==> config.mk <==
export PLATFORM = sky130hd
export DESIGN_NAME = lockstep_cmp_bist
export DESIGN_NICKNAME = d
export VERILOG_FILES = /design/src/rtl/lsc_pkg.sv /design/src/rtl/lsc_pattern_gen.sv /design/src/rtl/lsc_comparator.sv /design/src/rtl/lsc_sequencer.sv /design/src/rtl/lockstep_cmp_bist.sv
export SDC_FILE = /design/constraint.sdc
export NUM_CORES = 1
export LEC_CHECK = 0
export BUFFER_PORTS_ARGS = -buffer_cell sky130_fd_sc_hd__buf_2
export CAP_MARGIN = 20
export CORE_MARGIN = 1.5
export CORE_UTILIZATION = 49
export CTS_BUF_LIST = sky130_fd_sc_hd__clkbuf_4 sky130_fd_sc_hd__clkbuf_8
export DETAILED_ROUTE_END_ITERATION = 16
export PLACE_DENSITY = 0.95
export SKIP_CTS_REPAIR_TIMING = 1
export SYNTH_ARGS = -nofsm -noshare
export SYNTH_HDL_FRONTEND = slang
export SYNTH_SLANG_ARGS = --single-unit
==> constraint.sdc <==
create_clock -name clk -period 7.67 [get_ports clk]
set_input_delay 0.767 -clock clk [delete_from_list [all_inputs] [get_ports clk]]
set_output_delay 0.767 -clock clk [all_outputs]
set_load 0.02 [all_outputs]
==> src/rtl/lsc_pkg.sv <==
package lsc_pkg;
   typedef enum logic [1:0] {
      ST_IDLE  = 2'd0,
      ST_MATCH = 2'd1,
      ST_WALK  = 2'd2
   } lsc_state_e;

   localparam int MATCH_VECS = 4;
endpackage

==> src/rtl/lsc_pattern_gen.sv <==
module lsc_pattern_gen
   import lsc_pkg::*;
#(
   parameter int N  = 32,
   parameter int IW = 6
) (
   input  logic          clk,
   input  logic          rst_n,
   input  lsc_state_e    state,
   input  logic [IW-1:0] idx,
   output logic [N-1:0]  vec_a,
   output logic [N-1:0]  vec_b
);
   localparam logic [IW-1:0] SEL_ONES  = IW'(0);
   localparam logic [IW-1:0] SEL_ZEROS = IW'(1);
   localparam logic [IW-1:0] SEL_ODD   = IW'(2);

   for (genvar i = 0; i < N; i++) begin : g_bit
      localparam logic ODD = (i % 2) == 1;
      localparam logic [IW-1:0] POS_A = IW'(i);
      localparam logic [IW-1:0] POS_B = IW'(N + i);
      logic pat;
      assign pat = (idx == SEL_ONES)  ? 1'b1 :
                   (idx == SEL_ZEROS) ? 1'b0 :
                   (idx == SEL_ODD)   ? ODD  : !ODD;
      assign vec_a[i] = (state == ST_MATCH) ? pat :
                        (state == ST_WALK)  ? (idx != POS_A) : 1'b0;
      assign vec_b[i] = (state == ST_MATCH) ? pat :
                        (state == ST_WALK)  ? (idx != POS_B) : 1'b0;
   end


   match_equal_chk: assert property (@(posedge clk) disable iff (!rst_n)
      (state == ST_MATCH) |-> (vec_a == vec_b));


   walk_onehot_chk: assert property (@(posedge clk) disable iff (!rst_n)
      (state == ST_WALK) |-> ($countones(vec_a ^ vec_b) == 1));
endmodule

==> src/rtl/lsc_comparator.sv <==
module lsc_comparator #(
   parameter int N          = 32,
   parameter int FAULT_KIND = 0,
   parameter int FAULT_BIT  = 0
) (
   input  logic [N-1:0] in_x,
   input  logic [N-1:0] in_y,
   output logic         mis
);
   localparam logic [N-1:0] MASK = N'(1) << FAULT_BIT;
   logic [N-1:0] diff;

   if (FAULT_KIND == 1) begin : g_blind
      assign diff = (in_x ^ in_y) & ~MASK;
   end else if (FAULT_KIND == 2) begin : g_stuck
      assign diff = (in_x ^ in_y) | MASK;
   end else begin : g_healthy
      assign diff = in_x ^ in_y;
   end

   assign mis = |diff;
endmodule

==> src/rtl/lsc_sequencer.sv <==
module lsc_sequencer
   import lsc_pkg::*;
#(
   parameter int N  = 32,
   parameter int IW = 6
) (
   input  logic          clk,
   input  logic          rst_n,
   input  logic          start,
   input  logic          clear,
   input  logic          mis,
   output lsc_state_e    state,
   output logic [IW-1:0] idx,
   output logic          busy,
   output logic          done,
   output logic          fail_flag,
   output logic          fail_pulse
);
   localparam logic [IW-1:0] MATCH_LAST = IW'(MATCH_VECS - 1);
   localparam logic [IW-1:0] WALK_LAST  = IW'(2 * N - 1);

   logic fail_now;
   logic pass_now;

   always_comb begin
      fail_now = 1'b0;
      pass_now = 1'b0;
      case (state)
         ST_MATCH: fail_now = mis;
         ST_WALK: begin
            fail_now = !mis;
            pass_now = mis && (idx == WALK_LAST);
         end
         default: ;
      endcase
   end

   always_ff @(posedge clk or negedge rst_n) begin
      if (!rst_n) begin
         state      <= ST_IDLE;
         idx        <= '0;
         done       <= 1'b0;
         fail_pulse <= 1'b0;
      end else begin
         done       <= fail_now || pass_now;
         fail_pulse <= fail_now;
         if (fail_now || pass_now) begin
            state <= ST_IDLE;
            idx   <= '0;
         end else begin
            case (state)
               ST_IDLE: if (start) begin
                  state <= ST_MATCH;
                  idx   <= '0;
               end
               ST_MATCH: if (idx == MATCH_LAST) begin
                  state <= ST_WALK;
                  idx   <= '0;
               end else begin
                  idx <= idx + 1'b1;
               end
               ST_WALK: idx <= idx + 1'b1;
               default: state <= ST_IDLE;
            endcase
         end
      end
   end

   always_ff @(posedge clk or negedge rst_n) begin
      if (!rst_n)        fail_flag <= 1'b0;
      else if (fail_now) fail_flag <= 1'b1;
      else if (clear)    fail_flag <= 1'b0;
   end

   assign busy = (state != ST_IDLE);


   pulse_done_chk: assert property (@(posedge clk) disable iff (!rst_n)
      fail_pulse |-> (done && fail_flag && $past(busy)));


   flag_hold_chk: assert property (@(posedge clk) disable iff (!rst_n)
      (fail_flag && !clear) |=> fail_flag);
endmodule

==> src/rtl/lockstep_cmp_bist.sv <==
module lockstep_cmp_bist
   import lsc_pkg::*;
#(
   parameter int N          = 32,
   parameter int FAULT_KIND = 0,
   parameter int FAULT_BIT  = 0
) (
   input  logic         clk,
   input  logic         rst_n,
   input  logic [N-1:0] core_a,
   input  logic [N-1:0] core_b,
   input  logic         bist_start,
   input  logic         bist_clear,
   output logic         cmp_err,
   output logic         bist_busy,
   output logic         bist_done,
   output logic         bist_fail_flag,
   output logic         bist_fail_pulse
);
   localparam int IW = ($clog2(2 * N) < 2) ? 2 : $clog2(2 * N);

   if (N < 1) begin : g_bad_width
      $error("lockstep_cmp_bist: N must be at least 1");
   end
   if (FAULT_KIND < 0 || FAULT_KIND > 2) begin : g_bad_kind
      $error("lockstep_cmp_bist: FAULT_KIND must be 0, 1 or 2");
   end
   if (FAULT_BIT < 0 || FAULT_BIT >= N) begin : g_bad_bit
      $error("lockstep_cmp_bist: FAULT_BIT out of range");
   end

   lsc_state_e    state;
   logic [IW-1:0] idx;
   logic [N-1:0]  vec_a, vec_b;
   logic [N-1:0]  cmp_x, cmp_y;
   logic          mis;

   lsc_pattern_gen #(.N(N), .IW(IW)) u_pat (
      .clk   (clk),
      .rst_n (rst_n),
      .state (state),
      .idx   (idx),
      .vec_a (vec_a),
      .vec_b (vec_b)
   );

   assign cmp_x = bist_busy ? vec_a : core_a;
   assign cmp_y = bist_busy ? vec_b : core_b;

   lsc_comparator #(.N(N), .FAULT_KIND(FAULT_KIND), .FAULT_BIT(FAULT_BIT)) u_cmp (
      .in_x (cmp_x),
      .in_y (cmp_y),
      .mis  (mis)
   );

   lsc_sequencer #(.N(N), .IW(IW)) u_seq (
      .clk        (clk),
      .rst_n      (rst_n),
      .start      (bist_start),
      .clear      (bist_clear),
      .mis        (mis),
      .state      (state),
      .idx        (idx),
      .busy       (bist_busy),
      .done       (bist_done),
      .fail_flag  (bist_fail_flag),
      .fail_pulse (bist_fail_pulse)
   );

   always_ff @(posedge clk or negedge rst_n) begin
      if (!rst_n) cmp_err <= 1'b0;
      else        cmp_err <= !bist_busy && mis;
   end


   busy_quiet_chk: assert property (@(posedge clk) disable iff (!rst_n)
      bist_busy |=> !cmp_err);


   done_idle_chk: assert property (@(posedge clk) disable iff (!rst_n)
      bist_done |-> !bist_busy);

   if (FAULT_KIND == 0) begin : g_func_chk

      func_diff_chk: assert property (@(posedge clk) disable iff (!rst_n)
         (!bist_busy && core_a != core_b) |=> cmp_err);

      func_same_chk: assert property (@(posedge clk) disable iff (!rst_n)
         (!bist_busy && core_a == core_b) |=> !cmp_err);
   end
endmodule

Word-level counts from Yosys, hierarchy flattened --
Index checks and enable logic that the tools add are counted.
Word-level totals: output and inout port bits 5, word-level logic and storage cells 242, bits of input ports 68, register bits after elaboration 12
Operators by class: bitwise logic cells 1, $add $sub $neg 1, eq/ne operators 72, mux-type cells 148, reductions and logical operators 14
Operators by type and width (number):
- $ne 6x6->1 const B | 32
- $mux 1 | 137
- $ne 6x5->1 const B | 16
- $mux 32 | 2
- $ne 6x4->1 const B | 8
- $reduce_or 32->1 | 1
- $xor 32x32->32 | 1
- $ne 6x3->1 const B | 4
- $mux 6 | 3
- $pmux 6 s3 | 1
- $eq 6x2->1 const B | 2
- $ne 6x2->1 const B | 2
- $add 6x1->6 const B | 1
- $eq 6x1->1 const B | 1
- $eq 6x6->1 const B | 1
- $logic_not 6->1 | 1
- $mux 2 | 3
- $ne 6x1->1 const B | 1
- $pmux 2 s3 | 1
- $reduce_bool 6->1 | 1
- $reduce_bool 2->1 | 2
- $reduce_bool 4->1 | 1
- $ne 3x1->1 const B | 1
- $ne 3x2->1 const B | 1
- other kinds (10) | 12

Logic depth before layout (Yosys ltp) --
Gate-level depths: netlist (run 1).
word-level depth 13, depth in mapped cells 8

Modules after synthesis --
From an unflattened synthesis (run 1), not the netlist that was laid out.
Second synthesis, totals: cells, all modules 355, area, all modules 2926.6 µm²
By module, submodules not included:
- lockstep_cmp_bist | cells each 73, instances 1, area each 1008.5 µm²
- lsc_pattern_gen | cells each 177, instances 1, area each 939.7 µm²
- lsc_sequencer | cells each 62, instances 1, area each 631.9 µm²
- lsc_comparator | cells each 43, instances 1, area each 346.6 µm²

Worst setup path before layout (run 1) --
No wires, ideal clock.
path kind in2reg, start point input core_a[24], end point register u_seq.idx[3], path slack 4.916 ns, required time 7.593 ns, stages on the path 7, buffers on the path 0, arrival time 2.676 ns, cell sequence xor2_1 nand2b_1 or4b_1 nor3_2 mux2_4 or4_1 a21oi_1
On the way: cells in the longest elaborated chain, start to end 8, elaborated cells between the ends (all ways) 12
RTL lines:
- start: declaration | RTL line lockstep_cmp_bist.sv:10 | input logic [N-1:0] core_a,
- $mux 32 * | RTL line lockstep_cmp_bist.sv:47 | assign cmp_x = bist_busy ? vec_a : core_a;
- $xor 32x32->32 * | RTL line lsc_comparator.sv:18 | assign diff = in_x ^ in_y;
- $reduce_or 32->1 * | RTL line lsc_comparator.sv:21 | assign mis = |diff;
- $logic_not 1->1 or $logic_and 1x1->1 (tied branches) | RTL line lsc_sequencer.sv:31, lsc_sequencer.sv:32
- $pmux 1 s2 or $mux 1 (tied branches) | RTL line lsc_sequencer.sv:28 | case (state)
- $logic_or 1x1->1 * | RTL line lsc_sequencer.sv:47 | if (fail_now || pass_now) begin
- $ne 3x2->1 (no line) or $reduce_bool 4->1 (tied branches)
- $reduce_and 2->1 (no line)
- end signal: assignment | RTL line lsc_sequencer.sv:60 | idx <= idx + 1'b1;
- end signal: assignment | RTL line lsc_sequencer.sv:62 | ST_WALK: idx <= idx + 1'b1;
- end: declaration | RTL line lsc_sequencer.sv:13 | output logic [IW-1:0] idx,
Every way passes the cells marked *; elsewhere a longest branch is shown, timed or not. A chain may end at the register's enable or synchronous reset.

Final worst setup path (run 1) --
start point register u_seq.state[0], end point register u_seq.idx[3]
On the way: cells in the longest elaborated chain, start to end 11, elaborated cells between the ends (all ways) 146
RTL lines:
- start: declaration | RTL line lsc_sequencer.sv:12 | output lsc_state_e state,
- start signal: assignment | RTL line lsc_sequencer.sv:40 | state <= ST_IDLE;
- start signal: assignment | RTL line lsc_sequencer.sv:48 | state <= ST_IDLE;
- start signal: assignment | RTL line lsc_sequencer.sv:53 | state <= ST_MATCH;
- $eq 2x2->1
- $mux 1, on equally long branches | RTL line lsc_pattern_gen.sv:27, lsc_pattern_gen.sv:29
- $mux 1, on equally long branches | RTL line lsc_pattern_gen.sv:26, lsc_pattern_gen.sv:28
- $mux 32, on equally long branches | RTL line lockstep_cmp_bist.sv:47, lockstep_cmp_bist.sv:48
- $xor 32x32->32 | RTL line lsc_comparator.sv:18
- $reduce_or 32->1 | RTL line lsc_comparator.sv:21
- $logic_not 1->1 or $logic_and 1x1->1 (tied branches) | RTL line lsc_sequencer.sv:31, lsc_sequencer.sv:32
- $pmux 1 s2 or $mux 1 (tied branches) | RTL line lsc_sequencer.sv:28
- $logic_or 1x1->1 | RTL line lsc_sequencer.sv:47
- $ne 3x2->1 (no line) or $reduce_bool 4->1 (tied branches)
- $reduce_and 2->1 (no line)
Several ways; a longest one is shown, not always the timed one.

==> impl_metrics.tcl, run 1 <==
set metrics [dict create \
    status "finished clean" \
    cts_tree "done" \
    cp-endpoint "u_seq.idx[3]$_DFFE_PN0P_" \
    min_path_type "in2async" \
    p_total_mw 0.350 \
    seq_area_sq_um 300 \
    netlist_instances 138 \
    whs_ns 0.351 \
    wl_per_cell_um 12.8 \
    synthTopCellsByArea "dfrtp_1, xor2_1, ha_1" \
    dr.pass1.iters 4 \
    ys_seq_area_frac 0.242 \
    die_x_um 53.3 \
    rrSetupSlack_ns 4.96 \
    grt_setup_unrepaired "no" \
    die_height_um 53.3 \
    antenna_found_initial 0 \
    pin_count 73 \
    crit-reg2reg-launch "u_seq.state[0]$_DFFE_PN0P_" \
    hold_viol_final 0 \
    drv_cap 0 \
    worst-setup-path-type "reg2reg" \
    setup_violations 0 \
    ys_types 36 \
    ys_ff_latch 12 \
    fp.dieArea_sq_mm 0.00284 \
    leakagePower_nw 0.823 \
    synth.top_cell.area_share 0.242 \
    start_util 0.509 \
    io_buffers 72 \
    use_met3 0.0226 \
    period_share 0.354 \
    place_congestion 0.873 \
    grt_pass1_wl_mm 4.61 \
    required_ns 7.87 \
    synth.cell_area_sq_mm 0.00124 \
    drc 0 \
    postPlaceCellArea_sq_mm 0.00163 \
    critPathLaunchType "register" \
    cts_root_buf "clkbuf_4" \
    clock.fmax_mhz 369 \
    grt_max_degree 13 \
    hpwl_mm 2.65 \
    finalWirelength_mm 3.11 \
    synth_warnings 0 \
    worstPathMaxFanout 10 \
    n_antenna_cell 0 \
    cts_sinks 12 \
    maxSlewHeadroom 0.770 \
    synth_nets 216 \
    grt_pass1_vias 1198 \
    vdd_drop_max_uv 196 \
    r2r_end "u_seq.idx[3]$_DFFE_PN0P_" \
    critPathCaptureType "register" \
    slowest_delay_ns 0.54 \
    finalCriticalPeriod_ns 2.71 \
    grt_use_met2 0.432 \
    drt_iter0_drc 9 \
    instances_no_fill 243 \
    skew_ns 0.00295 \
    cts_max_level 1 \
    tightest_slew_ns 0.341 \
    reg2reg_depth 8 \
    cts-buffers-inserted 3 \
    cp_slowest_cell "or4b_1" \
    syn_avg_cell_area_sq_um 8.98 \
    area_growth_pct 34.7 \
    powerDensity_mw_per_mm2 210 \
    core_area_sq_mm 0.00243 \
    fin_nets 292 \
    fin_area_sq_mm 0.00167 \
    final-max-slew-violation-count 0 \
    grtUsageTotal 0.218 \
    clk_pin_slew_worst_paths_ns 0.08 \
    overflow 0 \
    ant_nets 0 \
    grt_use_met1 0.226 \
    clock_path_buffers 2 \
    fillers 206 \
    top_usage_layer "met2" \
    dp.cells 239 \
    path_cells "inv_1 > ha_1 > inv_1 > or4b_1 > nor3_2 > mux2_4 > or4_1 > a21oi_1" \
    multi_input_area_sq_um 908 \
    setup.worst_path.start "u_seq.state[0]$_DFFE_PN0P_" \
    vias 1289 \
    drt-vias-per-instance 5.30 \
    drive_gt1_frac 0.376 \
    fin_tns_setup_ns 0 \
    synth_top_area_cell "dfrtp_1" \
    worstPathArrival_ns 2.91 \
    crit_top_cell "inv_1" \
    std_cell_rows 18 \
    clock_latency_ns 0.27 \
]
[Yosys cell counts (all sizes together)]
master,count
a21oi,7
a21bo,1
nor3,3
and2b,1
nor2,9
o31ai,2
dfrtp,12
or3,4
nand2,4
and2,1
o2bb2ai,1
xnor2,1
nand4b,1
mux2,1
a211oi,1
ha,10
o21a,1
a21o,1
o31a,1
inv,7
nand3,4
nor4,15
mux2i,2
nand2b,3
xor2,31
nand4,3
or4,2
o21ai,4
o21bai,1
a2bb2oi,1
clkbuf,1
or4b,1
nor2b,1
[worst min-delay path by stage]
stage / from / to / slack, ns / cells past startpoint
after floorplan: rst_n / cmp_err$_DFF_PN0_ / 0.47 / 0
after global placement: u_seq.fail_flag$_DFFE_PN0P_ / u_seq.fail_flag$_DFFE_PN0P_ / 0.46 / 1
after detailed placement: u_seq.fail_flag$_DFFE_PN0P_ / u_seq.fail_flag$_DFFE_PN0P_ / 0.46 / 1
after CTS: rst_n / u_seq.idx[2]$_DFFE_PN0P_ / 0.36 / 1
after global routing: rst_n / u_seq.idx[2]$_DFFE_PN0P_ / 0.36 / 1
final: rst_n / u_seq.idx[3]$_DFFE_PN0P_ / 0.35 / 1
[layout make-up]
type                            count  share of cell area
Multi-Input combinational cell    118               0.544
Timing Repair Buffer               72               0.216
Sequential cell                    12               0.180
Tap cell                           30              0.0225
Clock buffer                        4              0.0217
Inverter                            7              0.0157
[critical path, delay by kind of cell (launching register included)]
family,cells,cell delay [ns]
and+or+nand+nor,3,1.21
DFF,1,0.43
muxes,1,0.37
adders and majority gates,1,0.26
buffers and inverters,2,0.22
AOI/OAI and AO/OA,1,0.16
[stage by stage]
stage          setup slack [ns]   util
6_report                   4.96  0.686
5_1_grt                    4.82  0.686
4_1_cts                    4.96  0.686
3_5_place_dp               4.69  0.671
3_3_place_gp               4.77  0.671
2_1_floorplan              4.92      -
[power breakdown]
group          leakage, nW  switching [mW]  internal [mW]
registers            0.159          0.0106         0.0794
logic                0.643           0.121         0.0884
clock network       0.0210          0.0214         0.0288
total                0.823           0.153          0.197
[routing by layer]
layer  vias up  routed length, um  share of wire
li1        650                  -              -
met3         7                138          0.044
met5         -                  0              0
met2        50               1670           0.54
met1       582               1250           0.40
met4         0                 49          0.016
[layout by cell type, fill, tap and decap left out, drive strengths merged, types with 2 or more instances in the layout]
cell type | netlist | routed
inv | 7 | 7
or4 | 2 | 2
clkbuf | 1 | 4
nor3 | 3 | 3
nor4 | 15 | 15
buf | 0 | 72
ha | 10 | 10
nand2b | 3 | 3
nand3 | 4 | 4
o31ai | 2 | 2
nor2 | 9 | 9
dfrtp | 12 | 12
nand2 | 4 | 4
xor2 | 31 | 31
a21oi | 7 | 7
o21ai | 4 | 4
mux2i | 2 | 2
or3 | 4 | 4
nand4 | 3 | 3
[logic make-up (layout without fill, tap and decap cells)]
group,Yosys count,count (layout),synth area share
muxes,3,3,0.0283
adders and majority gates,10,10,0.101
buffers and inverters,8,83,0.0242
and+or+nand+nor,52,52,0.254
AOI/OAI and AO/OA,21,21,0.124
xor gates and xnor gates,32,32,0.226
DFF,12,12,0.242
[state kept, by name (all words and copies together) (netlist names)]
signal	count
u_seq.fail_flag	1
cmp_err	1
u_seq.idx	6
u_seq.state	2
u_seq.fail_pulse	1
u_seq.done	1
(Power assumes the default switching activity.)
==> run 2: changes to the inputs <==
--- a/config.mk
+++ b/config.mk
@@ -5,13 +5,14 @@
 export SDC_FILE = /design/constraint.sdc
 export NUM_CORES = 1
 export LEC_CHECK = 0
+export ABC_AREA = 1
 export BUFFER_PORTS_ARGS = -buffer_cell sky130_fd_sc_hd__buf_2
 export CAP_MARGIN = 20
 export CORE_MARGIN = 1.5
-export CORE_UTILIZATION = 49
+export CORE_UTILIZATION = 48
 export CTS_BUF_LIST = sky130_fd_sc_hd__clkbuf_4 sky130_fd_sc_hd__clkbuf_8
 export DETAILED_ROUTE_END_ITERATION = 16
-export PLACE_DENSITY = 0.95
+export PLACE_DENSITY = 0.89
 export SKIP_CTS_REPAIR_TIMING = 1
 export SYNTH_ARGS = -nofsm -noshare
 export SYNTH_HDL_FRONTEND = slang
==> constraint.sdc (replaced) <==
create_clock -name clk -period 2.6 [get_ports clk]
set_input_delay 0.26 -clock clk [delete_from_list [all_inputs] [get_ports clk]]
set_output_delay 0.26 -clock clk [all_outputs]
set_load 0.02 [all_outputs]
==> run 2 against run 1 <==
  * Critical path depth up 6
  * Die area increased by 20%
  * Worst setup slack worse by 4.4 ns
  * Via count up 30%
  * Utilization is 0.95 points lower
  * Sequential share of layout area is 2.3 points lower
  * Sequential cell count did not move
==> impl_metrics.tcl, run 2 <==
set metrics [dict create \
    status "finished clean" \
    yosysMostFrequentCell "nand2_1" \
    cp_slowest_cell "dfrtp_1" \
    pin_count 73 \
    syn_avg_cell_area_sq_um 5.87 \
    grt_max_degree 13 \
    synth-async-reset-ratio 1.00 \
    grt_setup_unrepaired "no" \
    synth-main-ff-cell "dfrtp_1" \
    clk_pin_slew_worst_paths_ns 0.08 \
    required_ns 2.82 \
    clock_path_buffers 2 \
    drv_cap 0 \
    synth.cell_area_sq_mm 0.00147 \
    critPathCaptureType "register" \
    netlist_instances 251 \
    wl_per_cell_um 9.66 \
    fillers 265 \
    finalWirelength_mm 3.46 \
    fin_nets 406 \
    antenna_found_initial 0 \
    ys_seq_area_frac 0.204 \
    overflow 0 \
    postPlaceCellArea_sq_mm 0.00187 \
    critical-path-top-delay-family "simple AND/OR/NAND/NOR gates" \
    synth-edff-count 0 \
    clock.fmax_mhz 481 \
    cts_root_buf "clkbuf_4" \
    grt_pass1_vias 1576 \
    crit_top_cell "nand2_1" \
    die_height_um 58.4 \
    drc 0 \
    ant_nets 0 \
    hold_viol_final 0 \
    synth_warnings 0 \
    final-max-slew-violation-count 0 \
    period_share 0.800 \
    cts_max_level 1 \
    die_x_um 58.4 \
    synth_top_area_cell "nand2_1" \
    min_path_type "in2reg" \
    path_cells "inv_1 > ha_1 > inv_2 > nor2_1 > nand2_1 > nor2_1 > nand2_1 > nor2_2 > nand3_2 > nand2_1 > nand2_2 > a21oi_2 > nand4_1 > nand2_1" \
    final_common_cell "nand2_1" \
    worstPathMaxFanout 6 \
    regMostFlops "u_seq.idx" \
    seq_area_sq_um 300 \
    area_growth_pct 30.0 \
    layout_common_cells "nand2_1, buf_2, inv_1, nor2_1, dfrtp_1" \
    critPathLaunchType "register" \
    place_congestion 0.890 \
    final_util 0.677 \
    std_cell_rows 19 \
    synth_nets 329 \
    slowest_delay_ns 0.42 \
    leakagePower_nw 1.22 \
    drt-vias-per-instance 4.67 \
    skew_ns 0.000484 \
    core_area_sq_mm 0.00283 \
    fin_area_sq_mm 0.00191 \
    dr.pass1.iters 4 \
    synth.top_cell.area_share 0.232 \
    vdd_drop_max_uv 482 \
    fp.dieArea_sq_mm 0.00341 \
    drive_gt1_frac 0.275 \
    whs_ns 0.155 \
    worst-setup-path-type "reg2reg" \
    n_antenna_cell 0 \
    grtUsageTotal 0.225 \
    ys_ff_latch 12 \
    path_buf_inv 2 \
    maxSlewHeadroom 0.727 \
    start_util 0.521 \
    multi_input_area_sq_um 928 \
    io_buffers 72 \
    finalCriticalPeriod_ns 2.08 \
    top_regs "u_seq.idx x6, u_seq.state x2" \
    tightest_slew_ns 0.399 \
    cts-buffers-inserted 3 \
    synthTopCellsByArea "nand2_1, dfrtp_1, inv_1" \
    setup_violations 0 \
    vias 1673 \
    fin_tns_setup_ns 0 \
    powerDensity_mw_per_mm2 551 \
    ys_types 27 \
    cts_tree "done" \
    drt_iter0_drc 48 \
    clock_latency_ns 0.28 \
    cts_sinks 12 \
    hpwl_mm 3.05 \
    rrSetupSlack_ns 0.52 \
    worstPathArrival_ns 2.30 \
    grt_pass1_wl_mm 6.11 \
    largest_reg_flops 6 \
    yosys-top-cells-count "nand2_1, inv_1, nor2_1" \
]
[run 2: worst reg2reg max path, cell delays in order (launching register included)]
cell and delay, ns:
dfrtp_1 0.42, inv_1 0.11, ha_1 0.24, inv_2 0.06, nor2_1 0.11, nand2_1 0.06
nor2_1 0.10, nand2_1 0.06, nor2_2 0.09, nand3_2 0.10, nand2_1 0.10, nand2_2 0.08
a21oi_2 0.27, nand4_1 0.14, nand2_1 0.08
[run 2: cell families after synthesis]
family,Yosys count,share of synthesized area
adders and majority gates,10,0.0850
buffers and inverters,65,0.166
DFF,12,0.204
AOI/OAI and AO/OA,15,0.0680
and+or+nand+nor,136,0.400
xor gates and xnor gates,13,0.0773
[run 2: metal layers]
layer,global-route usage,vias up,share of wire
met5,0,-,0
met4,0.0266,0,0.0023
met3,0.0637,2,0.068
met2,0.417,55,0.52
met1,0.262,711,0.41
li1,-,905,-
[run 2: final cells by class]
class,instances,area share
Clock buffer,4,0.0190
Inverter,64,0.125
Multi-Input combinational cell,174,0.485
Sequential cell,12,0.157
Tap cell,31,0.0203
Timing Repair Buffer,73,0.193
[run 2: metrics by stage]
step / setup WS, ns / power (mW) / instances
2_1_floorplan: 0.757 / 0.709 / 251
3_3_place_gp: 0.654 / 0.882 / 353
3_5_place_dp: 0.553 / 0.902 / 353
4_1_cts: 0.520 / 1.05 / 357
5_1_grt: 0.254 / 1.16 / 358
6_report: 0.520 / 1.06 / 358
[run 2: final timing paths]
check	from	end	cells after the start
worst max-delay path	u_seq.state[1]$_DFFE_PN0P_	u_seq.idx[0]$_DFFE_PN0P_	14
worst min-delay path	bist_clear	u_seq.fail_flag$_DFFE_PN0P_	2
worst max register to register	u_seq.state[1]$_DFFE_PN0P_	u_seq.idx[0]$_DFFE_PN0P_	14
worst min register to register	u_seq.fail_flag$_DFFE_PN0P_	u_seq.fail_flag$_DFFE_PN0P_	2
max in group asynchronous	rst_n	u_seq.state[0]$_DFFE_PN0P_	2
min in group asynchronous	rst_n	u_seq.idx[5]$_DFFE_PN0P_	2
[run 2: report_power, final]
group / total, mW / leakage [nW] / internal (mW) / switching (mW)
clock: 0.150 / 0.0210 / 0.0852 / 0.0647
sequential: 0.268 / 0.159 / 0.234 / 0.0342
combinational: 0.638 / 1.04 / 0.224 / 0.414
==> run 3: changes to the inputs <==
==> constraint.sdc (replaced) <==
create_clock -name clk -period 2 [get_ports clk]
set_input_delay 0.2 -clock clk [delete_from_list [all_inputs] [get_ports clk]]
set_output_delay 0.2 -clock clk [all_outputs]
set_load 0.02 [all_outputs]
==> run 3 against run 2 <==
  * Utilization grew 2.9 points
  * Register-to-register slack lost 0.38 ns
  * Die area unchanged
  * Total power rose by 48%
  * Cell count up 1.7%
  * Via count grew 4.8%
  * Wire length rose by 11%
  * Sequential share of layout area down 0.65 points
  * Critical path type unchanged
==> impl_metrics.tcl, run 3 (synthesis results as in run 2) <==
set metrics [dict create \
    status "finished clean" \
    vias 1754 \
    fp.dieArea_sq_mm 0.00341 \
    tightest_slew_ns 0.368 \
    slowest_delay_ns 0.42 \
    grt_use_met2 0.461 \
    crit-reg2reg-launch "u_seq.state[1]$_DFFE_PN0P_" \
    setup_violations 0 \
    p_total_mw 1.56 \
    grtUsageTotal 0.244 \
    reg2reg_depth 16 \
    cts_root_buf "clkbuf_4" \
    worstPathMaxFanout 6 \
    dr.pass1.iters 4 \
    rrSetupSlack_ns 0.14 \
    min_path_type "in2reg" \
    grt_use_met1 0.276 \
    critPathCaptureType "register" \
    path_cells "inv_2 > ha_4 > inv_2 > nor2_2 > nand2_1 > nor2_1 > nand2_1 > nor2_2 > nand3_2 > nand2_2 > nand2_4 > nand2_4 > nand3_2 > nand2_4 > nand2_1 > nand2_1" \
    multi_input_area_sq_um 966 \
    critPathLaunchType "register" \
    dp_worst_setup_slack_ns 0.0186 \
    area_growth_pct 35.6 \
    regMostFlops "u_seq.idx" \
    final_common_cell "nand2_1" \
    drive_gt1_frac 0.306 \
    fin_nets 412 \
    clock.fmax_mhz 538 \
    drc 0 \
    cts_sinks 12 \
    grt_pass1_vias 1740 \
    start_util 0.521 \
    worst-setup-path-type "reg2reg" \
    die_x_um 58.4 \
    final-max-slew-violation-count 0 \
    maxSlewHeadroom 0.748 \
    postPlaceCellArea_sq_mm 0.00188 \
    grt_pass1_wl_mm 6.70 \
    leakagePower_nw 1.26 \
    grt_setup_unrepaired "yes" \
    place_congestion 0.854 \
    crit_top_cell "nand2_1" \
    io_buffers 72 \
    cp-endpoint "u_seq.idx[5]$_DFFE_PN0P_" \
    hold_viol_final 0 \
    grt_max_degree 13 \
    worstPathArrival_ns 2.09 \
    overflow 0 \
    use_met3 0.0593 \
    drt-vias-per-instance 4.82 \
    antenna_found_initial 0 \
    seq_area_sq_um 300 \
    vdd_drop_max_uv 724 \
    clock_latency_ns 0.28 \
    powerDensity_mw_per_mm2 782 \
    period_share 0.930 \
    n_antenna_cell 0 \
    ant_nets 0 \
    finalWirelength_mm 3.85 \
    top_regs "u_seq.idx x6, u_seq.state x2" \
    r2r_end "u_seq.idx[5]$_DFFE_PN0P_" \
    instances_no_fill 364 \
    top_usage_layer "met2" \
    dp.cells 355 \
    skew_ns 0.00806 \
    cts_max_level 1 \
    finalCriticalPeriod_ns 1.86 \
    die_height_um 58.4 \
    cts-buffers-inserted 3 \
    fin_area_sq_mm 0.00200 \
    layout_common_cells "nand2_1, buf_2, inv_1, nor2_1, dfrtp_1" \
    fin_ws_ns 0.140 \
    wl_per_cell_um 10.6 \
    drv_cap 0 \
    pin_count 73 \
    std_cell_rows 19 \
    clk_pin_slew_worst_paths_ns 0.08 \
    fillers 243 \
    hpwl_mm 3.18 \
    largest_reg_flops 6 \
    required_ns 2.23 \
    core_area_sq_mm 0.00283 \
    cts_tree "done" \
    clock_path_buffers 2 \
    cp_slowest_cell "dfrtp_1" \
    hold_path_startpoint "bist_clear" \
    final_util 0.706 \
    setup.worst_path.start "u_seq.state[1]$_DFFE_PN0P_" \
    drt_iter0_drc 59 \
]
==> run 3: cell count changes in the layout (fill, tap and decap cells not counted), sizes merged <==
cell,delta
buf,+6
==> run 3: area by class of cell <==
| cell class | instances | share of cell area |
|---|---|---|
| Multi-Input combinational cell | 174 | 0.484 |
| Timing Repair Buffer | 79 | 0.208 |
| Sequential cell | 12 | 0.150 |
| Inverter | 64 | 0.120 |
| Tap cell | 31 | 0.0194 |
| Clock buffer | 4 | 0.0182 |
==> run 3: per-layer routing <==
layer | up-vias | part of all wire | wire length (um)
met4 | 0 | 0.015 | 58
met3 | 12 | 0.076 | 294
met2 | 79 | 0.53 | 2030
li1 | 915 | - | -
met1 | 748 | 0.38 | 1470
met5 | - | 0 | 0
==> run 3: how the worst min path moves through the flow <==
stage | to | slack (ns) | cells after the start
4_1_cts | u_seq.idx[4]$_DFFE_PN0P_ | -0.21 | 1
3_3_place_gp | u_seq.idx[4]$_DFFE_PN0P_ | 0.09 | 1
5_1_grt | u_seq.fail_flag$_DFFE_PN0P_ | 0.09 | 2
6_report | u_seq.fail_flag$_DFFE_PN0P_ | 0.1 | 2
2_1_floorplan | cmp_err$_DFF_PN0_ | -0.1 | 0
3_5_place_dp | u_seq.idx[4]$_DFFE_PN0P_ | 0.09 | 1
==> run 3: through the flow <==
| step | setup TNS, ns | hold WS [ns] |
|---|---|---|
| 2_1_floorplan | 0 | -0.0956 |
| 3_3_place_gp | 0 | 0.0852 |
| 3_5_place_dp | 0 | 0.0870 |
| 4_1_cts | -0.00140 | -0.207 |
| 5_1_grt | -0.0538 | 0.0882 |
| 6_report | 0 | 0.0992 |
==> run 3: worst max-delay path: cells and delay by family (launching register included) <==
family                     cells  cell delay (ns)
and+or+nand+nor               13             1.11
buffers and inverters          2             0.14
DFF                            1             0.42
adders and majority gates      1             0.14
==> run 3: power breakdown <==
part | leakage [nW] | total [mW] | internal (mW) | switching, mW
clock network | 0.0210 | 0.196 | 0.111 | 0.0849
registers | 0.159 | 0.348 | 0.304 | 0.0437
logic | 1.08 | 1.02 | 0.392 | 0.626
total | 1.26 | 1.56 | 0.808 | 0.755
